**src/rtl/fpx_pkg.sv**
```systemverilog
package fpx_pkg;
  localparam int EXC_W = 8;
  localparam int NCLS  = 7;
  localparam int VEC_W = $clog2(NCLS + 1);
  localparam int ACC_W = 5;
  localparam int ACC_LO = EXC_W - ACC_W;

  // status / enable bit positions (priority order follows these)
  localparam int S_BSUN  = 7;
  localparam int S_SNAN  = 6;
  localparam int S_OPERR = 5;
  localparam int S_OVFL  = 4;
  localparam int S_UNFL  = 3;
  localparam int S_DZ    = 2;
  localparam int S_INEX2 = 1;
  localparam int S_INEX1 = 0;

  // accrued bit positions
  localparam int A_IOP  = 7;
  localparam int A_OVFL = 6;
  localparam int A_UNFL = 5;
  localparam int A_DZ   = 4;
  localparam int A_INEX = 3;

  localparam logic [EXC_W-1:0] ACC_MASK = EXC_W'(((1 << ACC_W) - 1) << ACC_LO);

  localparam int V_INEX = NCLS - 1;
endpackage

```
**src/rtl/fpx_class_req.sv**
```systemverilog
module fpx_class_req
  import fpx_pkg::*;
(
  input  logic [EXC_W-1:0] exc,
  input  logic [EXC_W-1:0] en,
  output logic [NCLS-1:0]  req
);
  // classes 0..NCLS-2 map one-to-one onto status bits, highest bit first
  for (genvar k = 0; k < NCLS - 1; k++) begin : g_direct
    assign req[k] = exc[EXC_W-1-k] & en[EXC_W-1-k];
  end

  // shared inexact class, including the overflow fallback
  logic inex_own;
  logic ovf_fallback;
  assign inex_own     = (exc[S_INEX2] & en[S_INEX2]) | (exc[S_INEX1] & en[S_INEX1]);
  assign ovf_fallback = exc[S_OVFL] & ~en[S_OVFL] & en[S_INEX2];
  assign req[V_INEX]  = inex_own | ovf_fallback;
endmodule

```
**src/rtl/fpx_prio_pick.sv**
```systemverilog
module fpx_prio_pick #(
  parameter int N = 7
) (
  input  logic [N-1:0] req,
  output logic [N-1:0] gnt,
  output logic         any_req
);
  logic [N:0] seen;
  assign seen[0] = 1'b0;

  for (genvar k = 0; k < N; k++) begin : g_chain
    assign gnt[k]    = req[k] & ~seen[k];
    assign seen[k+1] = seen[k] | req[k];
  end

  assign any_req = seen[N];
endmodule

```
**src/rtl/fpx_accrue.sv**
```systemverilog
module fpx_accrue
  import fpx_pkg::*;
(
  input  logic             clk,
  input  logic             rst_n,
  input  logic             upd,
  input  logic [EXC_W-1:0] exc,
  input  logic             clr,
  input  logic             we,
  input  logic [EXC_W-1:0] wdata,
  output logic [EXC_W-1:0] acc_q
);
  logic [EXC_W-1:0] fold;
  logic [EXC_W-1:0] base;

  always_comb begin
    fold         = '0;
    fold[A_IOP]  = exc[S_BSUN] | exc[S_SNAN] | exc[S_OPERR];
    fold[A_OVFL] = exc[S_OVFL];
    fold[A_UNFL] = exc[S_UNFL] & exc[S_INEX2];
    fold[A_DZ]   = exc[S_DZ];
    fold[A_INEX] = exc[S_INEX2] | exc[S_INEX1] | exc[S_OVFL];
    base         = we ? (wdata & ACC_MASK) : acc_q;
  end

  always_ff @(posedge clk) begin
    if (!rst_n)   acc_q <= '0;
    else if (clr) acc_q <= '0;
    else          acc_q <= base | (upd ? fold : '0);
  end

  AST_CLR_WINS: assert property (@(posedge clk) disable iff (!rst_n)
    clr |=> (acc_q == '0));

  AST_ACC_STICKY: assert property (@(posedge clk) disable iff (!rst_n)
    (!clr && !we) |=> ((acc_q & $past(acc_q)) == $past(acc_q)));

  AST_LOW_ZERO: assert property (@(posedge clk) disable iff (!rst_n)
    acc_q[ACC_LO-1:0] == '0);

  AST_UNFL_GATED: assert property (@(posedge clk) disable iff (!rst_n)
    $rose(acc_q[A_UNFL]) |-> ($past(we) || ($past(upd) && $past(exc[S_UNFL]) && $past(exc[S_INEX2]))));
endmodule

```
**src/rtl/fpx_trap_arbiter.sv**
```systemverilog
module fpx_trap_arbiter
  import fpx_pkg::*;
(
  input  logic             clk,
  input  logic             rst_n,
  input  logic             done_vld,
  input  logic [EXC_W-1:0] done_exc,
  input  logic             en_we,
  input  logic [EXC_W-1:0] en_wdata,
  input  logic             acc_clr,
  input  logic             acc_we,
  input  logic [EXC_W-1:0] acc_wdata,
  output logic [EXC_W-1:0] acc_q,
  output logic             trap_req,
  output logic [VEC_W-1:0] trap_vec
);
  logic [EXC_W-1:0] en_q;
  logic [NCLS-1:0]  req;
  logic [NCLS-1:0]  gnt;
  logic             any_req;
  logic [VEC_W-1:0] code;

  always_ff @(posedge clk) begin
    if (!rst_n)     en_q <= '0;
    else if (en_we) en_q <= en_wdata;
  end

  fpx_class_req u_req (
    .exc (done_exc),
    .en  (en_q),
    .req (req)
  );

  fpx_prio_pick #(.N(NCLS)) u_pick (
    .req     (req),
    .gnt     (gnt),
    .any_req (any_req)
  );

  always_comb begin
    code = '0;
    for (int k = 0; k < NCLS; k++) begin
      if (gnt[k]) code = code | VEC_W'(k);
    end
  end

  always_ff @(posedge clk) begin
    if (!rst_n) begin
      trap_req <= 1'b0;
      trap_vec <= '0;
    end else begin
      trap_req <= done_vld & any_req;
      trap_vec <= (done_vld & any_req) ? code : '0;
    end
  end

  fpx_accrue u_acc (
    .clk   (clk),
    .rst_n (rst_n),
    .upd   (done_vld),
    .exc   (done_exc),
    .clr   (acc_clr),
    .we    (acc_we),
    .wdata (acc_wdata),
    .acc_q (acc_q)
  );

  AST_TRAP_AFTER_DONE: assert property (@(posedge clk) disable iff (!rst_n)
    trap_req |-> $past(done_vld));

  AST_VEC_IDLE_ZERO: assert property (@(posedge clk) disable iff (!rst_n)
    !trap_req |-> (trap_vec == '0));

  AST_VEC_RANGE: assert property (@(posedge clk) disable iff (!rst_n)
    trap_req |-> (trap_vec < VEC_W'(NCLS)));

  AST_ONE_GRANT: assert property (@(posedge clk) disable iff (!rst_n)
    $onehot0(gnt));

  AST_OVF_FALLBACK: assert property (@(posedge clk) disable iff (!rst_n)
    (done_vld && done_exc[S_OVFL] && !en_q[S_OVFL] && en_q[S_INEX2] &&
     ((done_exc[S_BSUN:S_OPERR] & en_q[S_BSUN:S_OPERR]) == '0) &&
     ((done_exc[S_UNFL:S_DZ] & en_q[S_UNFL:S_DZ]) == '0))
    |=> (trap_req && trap_vec == VEC_W'(V_INEX)));
endmodule

```
**config.mk**
```make
export PLATFORM = sky130hd
export DESIGN_NAME = fpx_trap_arbiter
export DESIGN_NICKNAME = d
export VERILOG_FILES = /design/src/rtl/fpx_pkg.sv /design/src/rtl/fpx_class_req.sv /design/src/rtl/fpx_prio_pick.sv /design/src/rtl/fpx_accrue.sv /design/src/rtl/fpx_trap_arbiter.sv
export SDC_FILE = /design/constraint.sdc
export NUM_CORES = 1
export LEC_CHECK = 0
export ABC_AREA = 1
export BUFFER_PORTS_ARGS = -buffer_cell sky130_fd_sc_hd__buf_4
export CORE_ASPECT_RATIO = 1.25
export CORE_UTILIZATION = 40
export DETAILED_ROUTE_END_ITERATION = 10
export HOLD_SLACK_MARGIN = 0.12
export PLACE_DENSITY = 0.73
export SYNTH_ARGS = -nofsm -noshare
export SYNTH_HDL_FRONTEND = slang
export SYNTH_SLANG_ARGS = --single-unit
```
**constraint.sdc**
```tcl
create_clock -name clk -period 1.5 [get_ports clk]
set_input_delay 0.225 -clock clk [delete_from_list [all_inputs] [get_ports clk]]
set_output_delay 0.225 -clock clk [all_outputs]
set_load 0.1 [all_outputs]
```
== After elaboration in Yosys (flattened, before gate mapping) ==
Index checks and enable logic that the tools add are counted.

* Muxes and demuxes: 8
* Bitwise logic cells: 39
* Reduce and logical (&&, ||, !) cells: 2

{| class="wikitable"
|+ Operators by type and width
! cell !! count
|-
| 1-bit bitwise AND || 18
|-
| 8-bit 2-to-1 mux || 2
|-
| 1-bit bitwise OR || 12
|-
| 3-bit 2-to-1 mux || 3
|-
| 1-bit NOT || 8
|-
| 8-bit bitwise OR || 1
|-
| 2-bit 2-to-1 mux || 2
|-
| 2-bit AND reduction || 1
|-
| 2-bit OR reduction || 1
|-
| 1-bit 2-to-1 mux || 1
|}

* Register bits after elaboration: 20

== Depth between registers and ports, before layout ==
* Depth after elaboration: 9
* Gate-level depth with buffers: 7
* Depth with buffers taken out: 7

== Hierarchy ==
A second synthesis with hierarchy kept.

* Cells, all modules: 133
* Area total of the unflattened synthesis: 855.8 µm²

{| class="wikitable"
|+ By module, submodules not included
! module !! times used !! cells each !! area an instance (µm²)
|-
| fpx_trap_arbiter || 1 || 47 || 391.6
|-
| fpx_accrue || 1 || 50 || 299.0
|-
| fpx_prio_pick || 1 || 18 || 93.8
|-
| fpx_class_req || 1 || 18 || 71.3
|}

== Worst setup path after synthesis ==
Ideal clock, no wire load.

* Path type: register to register
* Start point: reg u_acc.acc_q[3]
* End point: reg u_acc.acc_q[3]
* Library setup time: 0.070 ns
* Arrival time: 1.227 ns
* Path slack: 0.203 ns
* Stages on the path, launching flop included: 3
* Buffers on the path: 0
* Path through: dfxtp_1 -> mux2i_1 -> a21oi_1

* Longest elaborated chain between the ends: 2

{| class="wikitable"
|+ RTL lines
! item !! RTL line !! RTL
|-
| start, declared || fpx_accrue.sv:11 || <nowiki>output logic [EXC_W-1:0] acc_q</nowiki>
|-
| start signal, assigned || fpx_accrue.sv:29 || <nowiki>else acc_q <= base | (upd ? fold : '0);</nowiki>
|-
| 8-bit 2-to-1 mux || fpx_accrue.sv:23 || <nowiki>base = we ? (wdata & ACC_MASK) : acc_q;</nowiki>
|-
| 8-bit bitwise OR || fpx_accrue.sv:29 ||
|}

No other way between the ends.
A chain may end at the register's enable or synchronous reset.

== Final worst setup path ==
* Start point: reg u_acc.acc_q[5]
* End point: out acc_q[5]

{| class="wikitable"
|+ RTL lines
! item !! RTL line !! RTL
|-
| end, declared || fpx_trap_arbiter.sv:13 || <nowiki>output logic [EXC_W-1:0] acc_q,</nowiki>
|}

No word-level cell between the ends.

==> impl_metrics.ini <==
[route]
wl_um = 1570
first_pass_iters = 4
ant_nets = 0
routedWlPerCell_um = 9.78
drc = 0
vias_per_cell = 4.70
drt_iter0_drc = 7
num_vias = 757

[finish]
finalNetCount = 173
stdcell_count = 161
syn_to_final_growth_pct = 36.9
utilization = 0.591
diodes = 0
final_cell_area_um2 = 1070
drive_above_1_share = 0.373

[synthesis]
async_reset_ff_frac = 0
yosysTopAreaCell = dfxtp_1
synth_area_leaders = dfxtp_1 (44%), nand2_1 (9.1%), nor2_1 (8.2%), nand2_2 (4.8%), o21ai_0 (3.8%)
synth-adder-area-share = 0
synth_top_area_share = 0.436
synth_top_family_by_area = simple AND/OR/NAND/NOR gates
synth_xor_area_frac = 0
synthMuxAreaShare = 0.0256
syn-mean-instance-area_um2 = 7.37
synth_edf_count = 0
ys_ff_latch = 17
synth-compound-area-share = 0.112
synth_area_um2 = 781
yosysSeqAreaShare = 0.436
synth_cell_types = 21
syn_inst = 106
synth-simple-area-share = 0.322
synth-warning-count = 0
ys.flop_type = dfxtp_1

[power]
power_leakage_nw = 0.567
power_mw = 1.05
vdd_drop_max_v = 0.000608
power_density_nw_per_um2 = 979

[global_route]
grt_overflow = 0
grt_pass1_vias = 752
antenna_found_initial = 0
grt_use_total = 0.175
grt_first_pass_wirelength_um = 2890
grt_max_degree = 11

[cts]
cts_tree = done
htree_levels = 1
cts_setup_buffers = 0
root_buffer = clkbuf_4
clock_sinks = 17
cts-resized-gates = 0
clkTransAtPathRegs_ns = 0.09
ctsHoldBuffers = 0
clk_latency_ns = 0.29
cts_buffer_depth = 2
numCtsBuffers = 3

[worst_setup_path]
worstPathArrival_ns = 0.92
critPathBufInv = 1
r2r_cells = 7
slowest_delay_ns = 0.34
cp_top_family = flip-flops
cp_max_fo = 2
start_kind = register
cpMaxStageDelayCell = dfxtp_1
worstSetupPathDepth = 1
path_class = reg -> out
crit_path_end_kind = primary output
path_cells = buf_4
cp.required_ns = 1.27

[floorplanning]
start_util = 0.432
core-area_um2 = 1810
dieArea_um2 = 2130
rows = 17
die_h_um = 51.4
io_pins = 42
fp.dieW_um = 41.5

[timing]
fmax_ghz = 0.873
finalClockSkew_ns = 0.00488
fin_crit_sh = 0.763
setup_viol_count_final = 0
rsz0062_at_grt = false
final_max_slew_viol_count = 0
finalSetupTns_ns = 0
hold_viol = 0
finalCriticalPeriod_ns = 1.15

[placement]
place_area_um2 = 1040
io_buffer_count = 35
gp_congestion = 0.784
hpwlAfterDp_um = 1300
dpl.cell_count = 157

[run_status]
status = completed

[flow_run]
drv_cap = 0

[hold_path]
hold_path.class = in -> reg
hold_depth = 3
==> metal layers <==
metal	track usage	vias up	share of wire
met5	0	-	0
met4	0.0968	0	0.025
met3	0.0212	5	0.073
met2	0.331	33	0.47
met1	0.186	314	0.43
li1	-	405	-
==> flip-flops by register name (all words and copies together), names as in the netlist <==
register / count
u_acc.acc_q: 5
en_q: 8
trap_req: 1
trap_vec: 3
==> Yosys cell counts (3+ instances only) <==
library cell	n
a21oi_1	4
buf_4	3
dfxtp_1	17
inv_1	7
inv_2	5
nand2_1	19
nand2_2	6
nand3_1	5
nor2_1	17
o21ai_0	6
==> path summary, 6_finish.rpt <==
kind | end | slack (ns) | start
worst max register to register | trap_vec[2]$_SDFF_PN0_ | 0.53 | en_q[4]$_SDFFE_PN0P_
worst min-delay path | en_q[5]$_SDFFE_PN0P_ | 0.15 | en_wdata[5]
worst min register to register | u_acc.acc_q[4]$_SDFF_PP0_ | 0.48 | u_acc.acc_q[4]$_SDFF_PP0_
worst max-delay path | acc_q[5] | 0.35 | u_acc.acc_q[5]$_SDFF_PP0_
==> cell type report <==
class	count	area, um2
inverter	12	45.0
tap	19	23.8
fill	188	739
multi-input combinational	74	370
timing repair buffer	35	263
sequential	17	340
clock buffer	4	26.3
==> cells in the final DEF (no fill, tap or decap) <==
cell	n
nor2_4	1
nand3b_1	1
o21ai_1	2
o21ai_0	6
clkbuf_4	3
nand4_1	1
nand2_1	19
nor2_2	1
clkbuf_1	1
conb_1	3
nand2_2	6
inv_1	7
dfxtp_1	17
inv_2	5
nand3_1	5
nor2_1	17
a31oi_1	2
a21oi_1	4
nand2_4	2
buf_4	35
o31ai_1	2
mux2i_1	2
==> power by group <==
part	internal, mW	switching, mW	leakage (nW)
clock network	0.104	0.137	0.0150
logic	0.0987	0.213	0.412
registers	0.480	0.0145	0.140
==> cells by family after synthesis <==
kind of cell	Yosys count
other	1
and+or+nand+nor	53
DFF	17
AOI/OAI and AO/OA	16
muxes	2
buffers and inverters	17
==> per-stage QoR <==
step	setup slack (ns)	hold WS, ns
3_5_place_dp	0.510	0.454
3_3_place_gp	0.519	0.446
2_1_floorplan	0.203	0.360
5_1_grt	0.294	0.166
6_report	0.355	0.150
4_1_cts	0.347	0.149
Power figures use the tool's default switching activity.
